--- src/rtl/aai_prog_pkg.sv ---
package aai_prog_pkg;

    localparam int ADDR_W = 24;

    localparam logic [7:0] OP_WREN = 8'h06;
    localparam logic [7:0] OP_WRDI = 8'h04;
    localparam logic [7:0] OP_BYTE = 8'h02;
    localparam logic [7:0] OP_WORD = 8'hAD;
    localparam logic [7:0] OP_STAT = 8'h05;
    localparam logic [7:0] STAT_BUSY_MASK = 8'h01;

    typedef enum logic [2:0] {
        CK_WREN, CK_WRDI, CK_BYTE, CK_WORD_A, CK_WORD, CK_STAT
    } cmd_kind_e;

    typedef struct packed {
        cmd_kind_e         kind;
        logic [ADDR_W-1:0] addr;
        logic [7:0]        d0;
        logic [7:0]        d1;
    } cmd_req_t;

    typedef enum logic [1:0] {SH_IDLE, SH_SEND, SH_RESP} shift_state_e;

    typedef enum logic [3:0] {
        S_IDLE, S_PLAN, S_ISSUE, S_CMD, S_POLL_GO, S_POLL_CHK,
        S_GET_BYTE, S_GET0, S_GET1, S_DONE
    } seq_state_e;

    typedef enum logic [1:0] {PH_LEAD, PH_WORD, PH_TAIL, PH_FIN} phase_e;

    function automatic logic [2:0] cmd_beats(cmd_kind_e k);
        case (k)
            CK_BYTE:   return 3'd5;
            CK_WORD_A: return 3'd6;
            CK_WORD:   return 3'd3;
            CK_STAT:   return 3'd2;
            default:   return 3'd1;
        endcase
    endfunction

    function automatic logic [7:0] cmd_opcode(cmd_kind_e k);
        case (k)
            CK_WREN:            return OP_WREN;
            CK_WRDI:            return OP_WRDI;
            CK_BYTE:            return OP_BYTE;
            CK_WORD_A, CK_WORD: return OP_WORD;
            default:            return OP_STAT;
        endcase
    endfunction

    function automatic logic [7:0] cmd_byte_at(cmd_req_t c, logic [2:0] idx);
        logic [7:0] op;
        op = cmd_opcode(c.kind);
        case (c.kind)
            CK_BYTE, CK_WORD_A: begin
                case (idx)
                    3'd0:    return op;
                    3'd1:    return c.addr[23:16];
                    3'd2:    return c.addr[15:8];
                    3'd3:    return c.addr[7:0];
                    3'd4:    return c.d0;
                    default: return c.d1;
                endcase
            end
            CK_WORD: begin
                case (idx)
                    3'd0:    return op;
                    3'd1:    return c.d0;
                    default: return c.d1;
                endcase
            end
            default: return (idx == 3'd0) ? op : 8'h00;
        endcase
    endfunction

endpackage

--- src/rtl/aai_cmd_shifter.sv ---
module aai_cmd_shifter
    import aai_prog_pkg::*;
(
    input  logic       clk,
    input  logic       rst,
    input  logic       go,
    input  cmd_req_t   req,
    output logic       cmd_valid,
    input  logic       cmd_ready,
    output logic [7:0] cmd_byte,
    output logic       cmd_last,
    output logic       cmd_rd,
    input  logic       rsp_valid,
    input  logic [7:0] rsp_byte,
    output logic       sh_done,
    output logic       sh_busy_bit
);

    shift_state_e st_q;
    cmd_req_t     cur_q;
    logic [2:0]   idx_q;
    logic         last_w;

    assign last_w    = (idx_q == cmd_beats(cur_q.kind) - 3'd1);
    assign cmd_valid = (st_q == SH_SEND);
    assign cmd_byte  = cmd_byte_at(cur_q, idx_q);
    assign cmd_last  = last_w;
    assign cmd_rd    = (cur_q.kind == CK_STAT) && last_w;

    always_ff @(posedge clk) begin
        if (rst) begin
            st_q        <= SH_IDLE;
            cur_q       <= '0;
            idx_q       <= '0;
            sh_done     <= 1'b0;
            sh_busy_bit <= 1'b0;
        end else begin
            sh_done <= 1'b0;
            case (st_q)
                SH_IDLE: begin
                    if (go) begin
                        cur_q <= req;
                        idx_q <= '0;
                        st_q  <= SH_SEND;
                    end
                end
                SH_SEND: begin
                    if (cmd_ready) begin
                        if (last_w) begin
                            if (cur_q.kind == CK_STAT) begin
                                st_q <= SH_RESP;
                            end else begin
                                st_q    <= SH_IDLE;
                                sh_done <= 1'b1;
                            end
                        end else begin
                            idx_q <= idx_q + 3'd1;
                        end
                    end
                end
                default: begin
                    if (rsp_valid) begin
                        sh_busy_bit <= (rsp_byte & STAT_BUSY_MASK) != 8'h00;
                        sh_done     <= 1'b1;
                        st_q        <= SH_IDLE;
                    end
                end
            endcase
        end
    end

endmodule

--- src/rtl/aai_seq_ctrl.sv ---
module aai_seq_ctrl
    import aai_prog_pkg::*;
#(
    parameter int LEN_W     = 16,
    parameter int DEV_BYTES = 2097152,
    parameter int MAX_POLLS = 65536
) (
    input  logic              clk,
    input  logic              rst,
    input  logic              req_valid,
    output logic              req_ready,
    input  logic [ADDR_W-1:0] req_addr,
    input  logic [LEN_W-1:0]  req_len,
    input  logic              in_valid,
    output logic              in_ready,
    input  logic [7:0]        in_data,
    output logic              go,
    output cmd_req_t          creq,
    input  logic              sh_done,
    input  logic              sh_busy_bit,
    output logic              done,
    output logic              err_range,
    output logic              err_timeout,
    output logic [LEN_W-1:0]  bytes_written
);

    localparam int EW     = 34;
    localparam int POLL_W = (MAX_POLLS > 1) ? $clog2(MAX_POLLS) : 1;
    localparam logic [EW-1:0]     DEV_LIM   = EW'(DEV_BYTES);
    localparam logic [POLL_W-1:0] POLL_LAST = POLL_W'(MAX_POLLS - 1);

    seq_state_e        st_q, after_q, post_q;
    phase_e            phase_q;
    cmd_kind_e         kind_q;
    logic [ADDR_W-1:0] addr_q;
    logic [LEN_W-1:0]  rem_q, cnt_q;
    logic [1:0]        credit_q;
    logic [7:0]        d0_q, d1_q;
    logic              words_q;
    logic [POLL_W-1:0] polls_q;
    logic              err_range_q, err_to_q;
    logic [EW-1:0]     end_w;
    logic              range_bad;

    assign end_w     = EW'(req_addr) + EW'(req_len);
    assign range_bad = end_w > DEV_LIM;

    assign req_ready     = (st_q == S_IDLE);
    assign in_ready      = (st_q == S_GET_BYTE) || (st_q == S_GET0) || (st_q == S_GET1);
    assign go            = (st_q == S_ISSUE);
    assign done          = (st_q == S_DONE);
    assign creq          = '{kind: kind_q, addr: addr_q, d0: d0_q, d1: d1_q};
    assign err_range     = err_range_q;
    assign err_timeout   = err_to_q;
    assign bytes_written = cnt_q;

    always_ff @(posedge clk) begin
        if (rst) begin
            st_q        <= S_IDLE;
            after_q     <= S_IDLE;
            post_q      <= S_IDLE;
            phase_q     <= PH_LEAD;
            kind_q      <= CK_WREN;
            addr_q      <= '0;
            rem_q       <= '0;
            cnt_q       <= '0;
            credit_q    <= '0;
            d0_q        <= '0;
            d1_q        <= '0;
            words_q     <= 1'b0;
            polls_q     <= '0;
            err_range_q <= 1'b0;
            err_to_q    <= 1'b0;
        end else begin
            case (st_q)
                S_IDLE: begin
                    if (req_valid) begin
                        addr_q      <= req_addr;
                        rem_q       <= req_len;
                        cnt_q       <= '0;
                        credit_q    <= '0;
                        words_q     <= 1'b0;
                        polls_q     <= '0;
                        phase_q     <= PH_LEAD;
                        err_to_q    <= 1'b0;
                        err_range_q <= range_bad;
                        st_q        <= range_bad ? S_DONE : S_PLAN;
                    end
                end
                S_PLAN: begin
                    case (phase_q)
                        PH_LEAD: begin
                            phase_q <= PH_WORD;
                            if (addr_q[0] && (rem_q != '0)) begin
                                kind_q  <= CK_WREN;
                                after_q <= S_GET_BYTE;
                                st_q    <= S_ISSUE;
                            end
                        end
                        PH_WORD: begin
                            if (rem_q >= LEN_W'(2)) begin
                                if (!words_q) begin
                                    kind_q  <= CK_WREN;
                                    after_q <= S_GET0;
                                    st_q    <= S_ISSUE;
                                end else begin
                                    st_q <= S_GET0;
                                end
                            end else begin
                                phase_q <= PH_TAIL;
                                if (words_q) begin
                                    kind_q   <= CK_WRDI;
                                    after_q  <= S_POLL_GO;
                                    post_q   <= S_PLAN;
                                    credit_q <= '0;
                                    st_q     <= S_ISSUE;
                                end
                            end
                        end
                        PH_TAIL: begin
                            if (rem_q != '0) begin
                                phase_q <= PH_FIN;
                                kind_q  <= CK_WREN;
                                after_q <= S_GET_BYTE;
                                st_q    <= S_ISSUE;
                            end else begin
                                st_q <= S_DONE;
                            end
                        end
                        default: begin
                            kind_q  <= CK_WRDI;
                            after_q <= S_DONE;
                            st_q    <= S_ISSUE;
                        end
                    endcase
                end
                S_ISSUE: st_q <= S_CMD;
                S_CMD: begin
                    if (sh_done) st_q <= after_q;
                end
                S_POLL_GO: begin
                    kind_q  <= CK_STAT;
                    after_q <= S_POLL_CHK;
                    st_q    <= S_ISSUE;
                end
                S_POLL_CHK: begin
                    if (!sh_busy_bit) begin
                        addr_q   <= addr_q + ADDR_W'(credit_q);
                        rem_q    <= rem_q - LEN_W'(credit_q);
                        cnt_q    <= cnt_q + LEN_W'(credit_q);
                        credit_q <= '0;
                        polls_q  <= '0;
                        st_q     <= post_q;
                    end else if (polls_q == POLL_LAST) begin
                        err_to_q <= 1'b1;
                        st_q     <= S_DONE;
                    end else begin
                        polls_q <= polls_q + 1'b1;
                        st_q    <= S_POLL_GO;
                    end
                end
                S_GET_BYTE: begin
                    if (in_valid) begin
                        d0_q     <= in_data;
                        kind_q   <= CK_BYTE;
                        credit_q <= 2'd1;
                        after_q  <= S_POLL_GO;
                        post_q   <= S_PLAN;
                        st_q     <= S_ISSUE;
                    end
                end
                S_GET0: begin
                    if (in_valid) begin
                        d0_q <= in_data;
                        st_q <= S_GET1;
                    end
                end
                S_GET1: begin
                    if (in_valid) begin
                        d1_q     <= in_data;
                        kind_q   <= words_q ? CK_WORD : CK_WORD_A;
                        words_q  <= 1'b1;
                        credit_q <= 2'd2;
                        after_q  <= S_POLL_GO;
                        post_q   <= S_PLAN;
                        st_q     <= S_ISSUE;
                    end
                end
                default: st_q <= S_IDLE;
            endcase
        end
    end

endmodule

--- src/rtl/aai_word_programmer.sv ---
module aai_word_programmer
    import aai_prog_pkg::*;
#(
    parameter int LEN_W     = 16,
    parameter int DEV_BYTES = 2097152,
    parameter int MAX_POLLS = 65536
) (
    input  logic             clk,
    input  logic             rst,
    input  logic             req_valid,
    output logic             req_ready,
    input  logic [23:0]      req_addr,
    input  logic [LEN_W-1:0] req_len,
    input  logic             in_valid,
    output logic             in_ready,
    input  logic [7:0]       in_data,
    output logic             cmd_valid,
    input  logic             cmd_ready,
    output logic [7:0]       cmd_byte,
    output logic             cmd_last,
    output logic             cmd_rd,
    input  logic             rsp_valid,
    input  logic [7:0]       rsp_byte,
    output logic             done,
    output logic             err_range,
    output logic             err_timeout,
    output logic [LEN_W-1:0] bytes_written
);

    logic     go;
    cmd_req_t creq;
    logic     sh_done;
    logic     sh_busy_bit;

    aai_seq_ctrl #(
        .LEN_W    (LEN_W),
        .DEV_BYTES(DEV_BYTES),
        .MAX_POLLS(MAX_POLLS)
    ) seq_i (
        .clk          (clk),
        .rst          (rst),
        .req_valid    (req_valid),
        .req_ready    (req_ready),
        .req_addr     (req_addr),
        .req_len      (req_len),
        .in_valid     (in_valid),
        .in_ready     (in_ready),
        .in_data      (in_data),
        .go           (go),
        .creq         (creq),
        .sh_done      (sh_done),
        .sh_busy_bit  (sh_busy_bit),
        .done         (done),
        .err_range    (err_range),
        .err_timeout  (err_timeout),
        .bytes_written(bytes_written)
    );

    aai_cmd_shifter shift_i (
        .clk        (clk),
        .rst        (rst),
        .go         (go),
        .req        (creq),
        .cmd_valid  (cmd_valid),
        .cmd_ready  (cmd_ready),
        .cmd_byte   (cmd_byte),
        .cmd_last   (cmd_last),
        .cmd_rd     (cmd_rd),
        .rsp_valid  (rsp_valid),
        .rsp_byte   (rsp_byte),
        .sh_done    (sh_done),
        .sh_busy_bit(sh_busy_bit)
    );

endmodule

--- config.mk ---
export PLATFORM = sky130hd
export DESIGN_NAME = aai_word_programmer
export DESIGN_NICKNAME = d
export VERILOG_FILES = /design/src/rtl/aai_prog_pkg.sv /design/src/rtl/aai_cmd_shifter.sv /design/src/rtl/aai_seq_ctrl.sv /design/src/rtl/aai_word_programmer.sv
export SDC_FILE = /design/constraint.sdc
export NUM_CORES = 1
export LEC_CHECK = 0
export BUFFER_PORTS_ARGS = -buffer_cell sky130_fd_sc_hd__clkbuf_2
export CAP_MARGIN = 0
export CORE_MARGIN = 2
export CORE_UTILIZATION = 54
export DETAILED_ROUTE_END_ITERATION = 8
export HOLD_SLACK_MARGIN = 0.02
export PLACE_DENSITY = 0.77
export SETUP_SLACK_MARGIN = 0.4
export SLEW_MARGIN = 15
export SYNTH_ARGS = -nofsm -noshare
export SYNTH_HDL_FRONTEND = slang
export SYNTH_SLANG_ARGS = --single-unit
--- constraint.sdc ---
create_clock -name clk -period 3.2 [get_ports clk]
set_input_delay 0.64 -clock clk [delete_from_list [all_inputs] [get_ports clk]]
set_output_delay 0.64 -clock clk [all_outputs]
set_load 0.05 [all_outputs]
* After elaboration in Yosys (flattened, before gate mapping)
Cells that the tools add are included.
Word-level totals: input port bits 62, word-level logic and storage cells 208, bits in registers 160, output and inout bits 32
Cells by class: muxes and demuxes 88, eq/ne operators 46, $lt $le $gt $ge 2, reduce and logical (&&, ||, !) cells 41, bitwise logic cells 1, add/subtract/negate cells 7
Operators by type and width (number):
- $mux 16 | 6
- $pmux 16 s2 | 3
- $mux 4 | 21
- $mux 24 | 2
- $pmux 24 s2 | 1
- $pmux 8 s5 | 1
- $mux 3 | 12
- $pmux 4 s3 | 3
- $gt 34x22->1 const B | 1
- $pmux 4 s8 | 1
- $pmux 8 s2 | 2
- $pmux 8 s4 | 1
- $mux 2 | 14
- $add 24x16->25 | 1
- $add 24x2->24 | 1
- $pmux 3 s4 | 2
- $ne 2x2->1 const B | 9
- $add 16x1->16 const B | 1
- $add 16x2->16 | 1
- $eq 16x16->1 const B | 1
- $eq 4x3->1 const B | 4
- $ge 16x2->1 const B | 1
- $reduce_bool 16->1 | 1
- $sub 16x2->16 | 1
- other kinds (44) | 94

* Longest topological paths before layout
depth after elaboration 7, depth in mapped cells 12, gate-level depth less buffers 12

* Hierarchy
From an unflattened synthesis, not the netlist that was laid out.
Second synthesis, totals: cell total of the unflattened synthesis 1291, area, all modules 9591.7 sq um
Modules (own cells, without submodules):
- aai_seq_ctrl | seq. area each 2142.1 sq um, area an instance 6897.9 sq um, times used 1, cells an instance 927
- aai_cmd_shifter | seq. area each 1001.0 sq um, area an instance 2693.8 sq um, times used 1, cells an instance 364

* Least setup slack after synthesis
OpenSTA, ideal clock, no wires.
path type input to register, start point input port req_addr[0], end point register seq_i.st_q[3], path buffers 0, data required time 3084 ps, path slack -179 ps, setup time 116 ps, stages 11, arrival time 3263 ps, cell sequence ha_1 -> fa_1 -> a211oi_1 -> nor3b_1 -> o41ai_2 -> a21boi_0 -> or3_1 -> a211o_1 -> nor4_2 -> nor4b_1 -> and3b_1
On the way: longest elaborated chain between the ends 5
Ends and longest elaborated chain:
- start: declaration | line aai_word_programmer.sv:12 | input logic [23:0] req_addr,
- $add 24x16->25 | line aai_seq_ctrl.sv:45 | assign end_w = EW'(req_addr) + EW'(req_len);
- $gt 34x22->1 | line aai_seq_ctrl.sv:46 | assign range_bad = end_w > DEV_LIM;
- $mux 4 | line aai_seq_ctrl.sv:87 | st_q <= range_bad ? S_DONE : S_PLAN;
- $mux 4 | line aai_seq_ctrl.sv:77 | if (req_valid) begin
- $pmux 4 s8 | line aai_seq_ctrl.sv:75 | case (st_q)
- end signal: assignment | line aai_seq_ctrl.sv:87
- end signal: assignment | line aai_seq_ctrl.sv:139 | if (sh_done) st_q <= after_q;
- end signal: assignment | line aai_seq_ctrl.sv:153 | st_q <= post_q;
- end: declaration | line aai_seq_ctrl.sv:32 | seq_state_e st_q, after_q, post_q;
Every way passes these cells. The select of a mux whose other input is x is not followed. A chain may end at the register's enable or synchronous reset.

* Worst setup path after layout
start point input port req_len[0], end point register seq_i.st_q[3]
On the way: longest elaborated chain between the ends 5
Ends and longest elaborated chain:
- start: declaration | line aai_word_programmer.sv:13 | input logic [LEN_W-1:0] req_len,
- $add 24x16->25 | line aai_seq_ctrl.sv:45
- $gt 34x22->1 | line aai_seq_ctrl.sv:46
- $mux 4 | line aai_seq_ctrl.sv:87
- $mux 4 | line aai_seq_ctrl.sv:77
- $pmux 4 s8 | line aai_seq_ctrl.sv:75
Every way passes these cells. The select of a mux whose other input is x is not followed.

==> results.cfg <==
[status]
status = completed

[synth]
synth_edf_count = 0
yosysTopAreaCell = dfxtp_1
yosysMostFrequentCell = nand2_1
yosys_warnings = 0
syn_area_per_cell_um2 = 7.34
synth.area.top_cells = dfxtp_1, nand2_1, a21oi_1, nor2_1, ha_1
synth_top_area_share = 0.335
syn_area_um2 = 9380
synth.net_count = 1377
synthCells = 1278
yosysSeqAreaShare = 0.335
synth.cells.most_frequent = nand2_1, dfxtp_1, a21oi_1, nor2_1, clkbuf_1
ys_types = 73
async_flop_share = 0
synth_ff_type = dfxtp_1
synth_seq_cells = 157

[clocking]
cts_tree = built
cts.sinks = 157
htree_levels = 4
holdBufCountCts = 0
cts_made_buffers = 17
clk_pin_slew_worst_paths_ns = 0.07
insertion_delay_ns = 0.44
cts_root_buf = clkbuf_16
clockBufferDepth = 2

[floorplanning]
ios = 94
rows = 48
die-width_um = 136
die_h_um = 136
core_um2 = 17100
initial_utilization = 0.548
die_area_um2 = 18400

[timing]
fin_crit_sh = 0.945
timing.setup.tns_ns = 0
whs_ns = 0.432
setup_viol = 0
hold_viol_final = 0
skew_ns = 0.0104
tightest_slew_ns = 0.748
rsz0062_at_grt = true
max_freq_mhz = 331
relSlewSlack = 0.494
period_minus_slack_ns = 3.02
slew_violations = 0

[place]
port_buffers = 86
gp_congestion = 0.929
placed_cells = 1581
hpwl_um = 19300

[critical_path]
cp-end-kind = flip-flop
start_kind = input port
cp_slowest_cell = fa_2
critPathArrivalTime_ns = 3.35
path_max_fanout = 2
regToRegStartpoint = seq_i.rem_q[2]
worst-endpoint-required_ns = 3.53
cp-startpoint = req_len[0]
worstSetupPathType = in2reg
worstPathCellList = clkbuf_16, ha_4, fa_2, a211oi_2, nor3b_2, o41ai_2, a21boi_1, or3_1, a211o_1, nor4_4, nor4b_2, and3b_1
max_stage_delay_ns = 0.35
reg2reg_to = seq_i.st_q[3]
reg2reg_slack_ns = 0.52
rr_worst_depth = 9

[global_routing]
grt_pass1_wl_um = 45100
antenna_found_initial = 0
gr-total-overflow = 0
grt_pass1_vias = 9073
grt_max_degree = 91
track_usage = 0.305

[drt]
top_layer = met4
met1_length_um = 11900
met2_wirelength_um = 14000
ant_nets = 0
drcViolationCount = 0
drt-total-wl_um = 28500
routedWlPerCell_um = 17.4
dr.pass1.iters = 6
drt_iter0_drc = 891
route.met3.wl_um = 1890
vias_per_cell = 6.13
dr_total_vias = 10000

[cells_and_area]
multiInputGateArea_um2 = 6160
antennaDiodeCount = 0
drive_gt1_frac = 0.203
syn2layout_area_growth_pct = 24.1
stdcell_count = 1637
fill_cells = 1411
finalNetCount = 1498
regArea_um2 = 3170

[pwr]
ir_drop_mv = 0.455
power_leakage_uw = 0.00446
powerDensity_nw_per_um2 = 621

[hold_path]
hold_depth = 3
min_path_type = in2reg
min_from = in_data[1]
min_to = seq_i.d0_q[1]

[run]
maxCapViolations = 0
[through the flow]
stage	power, uW	setup WS [ns]	utilization	instance area, um^2
3_5_place_dp	5060	-0.473	0.608	10400
5_1_grt	7620	0.0453	0.680	11600
6_report	7230	0.176	0.680	11600
4_1_cts	7130	0.178	0.665	11400
2_1_floorplan	4330	0.0776	-	9410
3_3_place_gp	5000	-0.337	0.608	10400
[final cells by class]
class | instances | area share
clock buffer | 18 | 0.0377
clock inverter | 14 | 0.0129
inverter | 32 | 0.0107
multi-input combinational | 1008 | 0.529
sequential | 157 | 0.272
tap | 225 | 0.0242
timing repair buffer | 183 | 0.113
[worst max-delay path, delay by kind of cell]
kind | cells | cell delay (ns)
adders and majority gates | 2 | 0.50
buffers and inverters | 1 | 0.13
AOI/OAI and AO/OA | 4 | 1.04
and+or+nand+nor | 5 | 1.04
[layout by cell type, fill, tap and decap left out, types with 12 or more instances in the layout]
| cell | n |
|---|---|
| nand2_1 | 210 |
| dfxtp_1 | 150 |
| a21oi_1 | 149 |
| nor2_1 | 133 |
| buf_4 | 92 |
| clkbuf_2 | 73 |
| o21ai_0 | 60 |
| nand3_1 | 46 |
| a211oi_1 | 32 |
| inv_1 | 30 |
| ha_1 | 26 |
| a22oi_1 | 23 |
| and3_1 | 21 |
| xor2_1 | 21 |
| nor3_1 | 20 |
| clkbuf_16 | 18 |
| nand4_1 | 17 |
| nand2b_1 | 13 |
| a31oi_1 | 13 |
| o22ai_1 | 13 |
| nor2b_1 | 12 |
[routing by layer]
metal,global-route usage,up-vias
met5,0,-
met4,0.107,0
met3,0.0520,53
met2,0.513,388
met1,0.395,4772
li1,-,4814
[worst max-delay path by stage]
| stage | cells past startpoint | endpoint | slack, ns |
|---|---|---|---|
| 2_1_floorplan | 11 | seq_i.st_q[3] | 0.08 |
| 3_3_place_gp | 12 | seq_i.st_q[3] | -0.34 |
| 3_5_place_dp | 12 | seq_i.st_q[3] | -0.47 |
| 4_1_cts | 12 | seq_i.st_q[3] | 0.18 |
| 5_1_grt | 12 | seq_i.st_q[3] | 0.05 |
| 6_report | 12 | seq_i.st_q[3] | 0.18 |
[repair_timing]
action,in CTS,in global routing
pin swaps,8,18
gates resized for setup,71,47
setup endpoints to repair,14,24
buffers inserted,13,11
[flip-flops by register name (all words and copies together), names as in the netlist, 4 cells and up]
register,cells
seq_i.after_q,4
seq_i.st_q,4
seq_i.addr_q,24
seq_i.bytes_written,16
shift_i.cur_q,43
seq_i.d1_q,8
seq_i.polls_q,16
seq_i.rem_q,16
seq_i.d0_q,8
[cell families (layout without fill, tap and decap cells)]
family          count (synthesis)  count (layout)  synth area share
simple gates                  550             550             0.275
compound gates                381             381             0.252
flops                         157             157             0.335
buf+inv                       113             247            0.0464
fa+ha+maj                      37              37            0.0525
xor+xnor                       30              30            0.0280
mux                            10              10            0.0109
[where the power goes]
group	switching, uW	internal [uW]
sequential	292	2210
clock	921	1120
combinational	1680	1000
total	2900	4330
No activity file was read; power rests on OpenSTA's default activity.
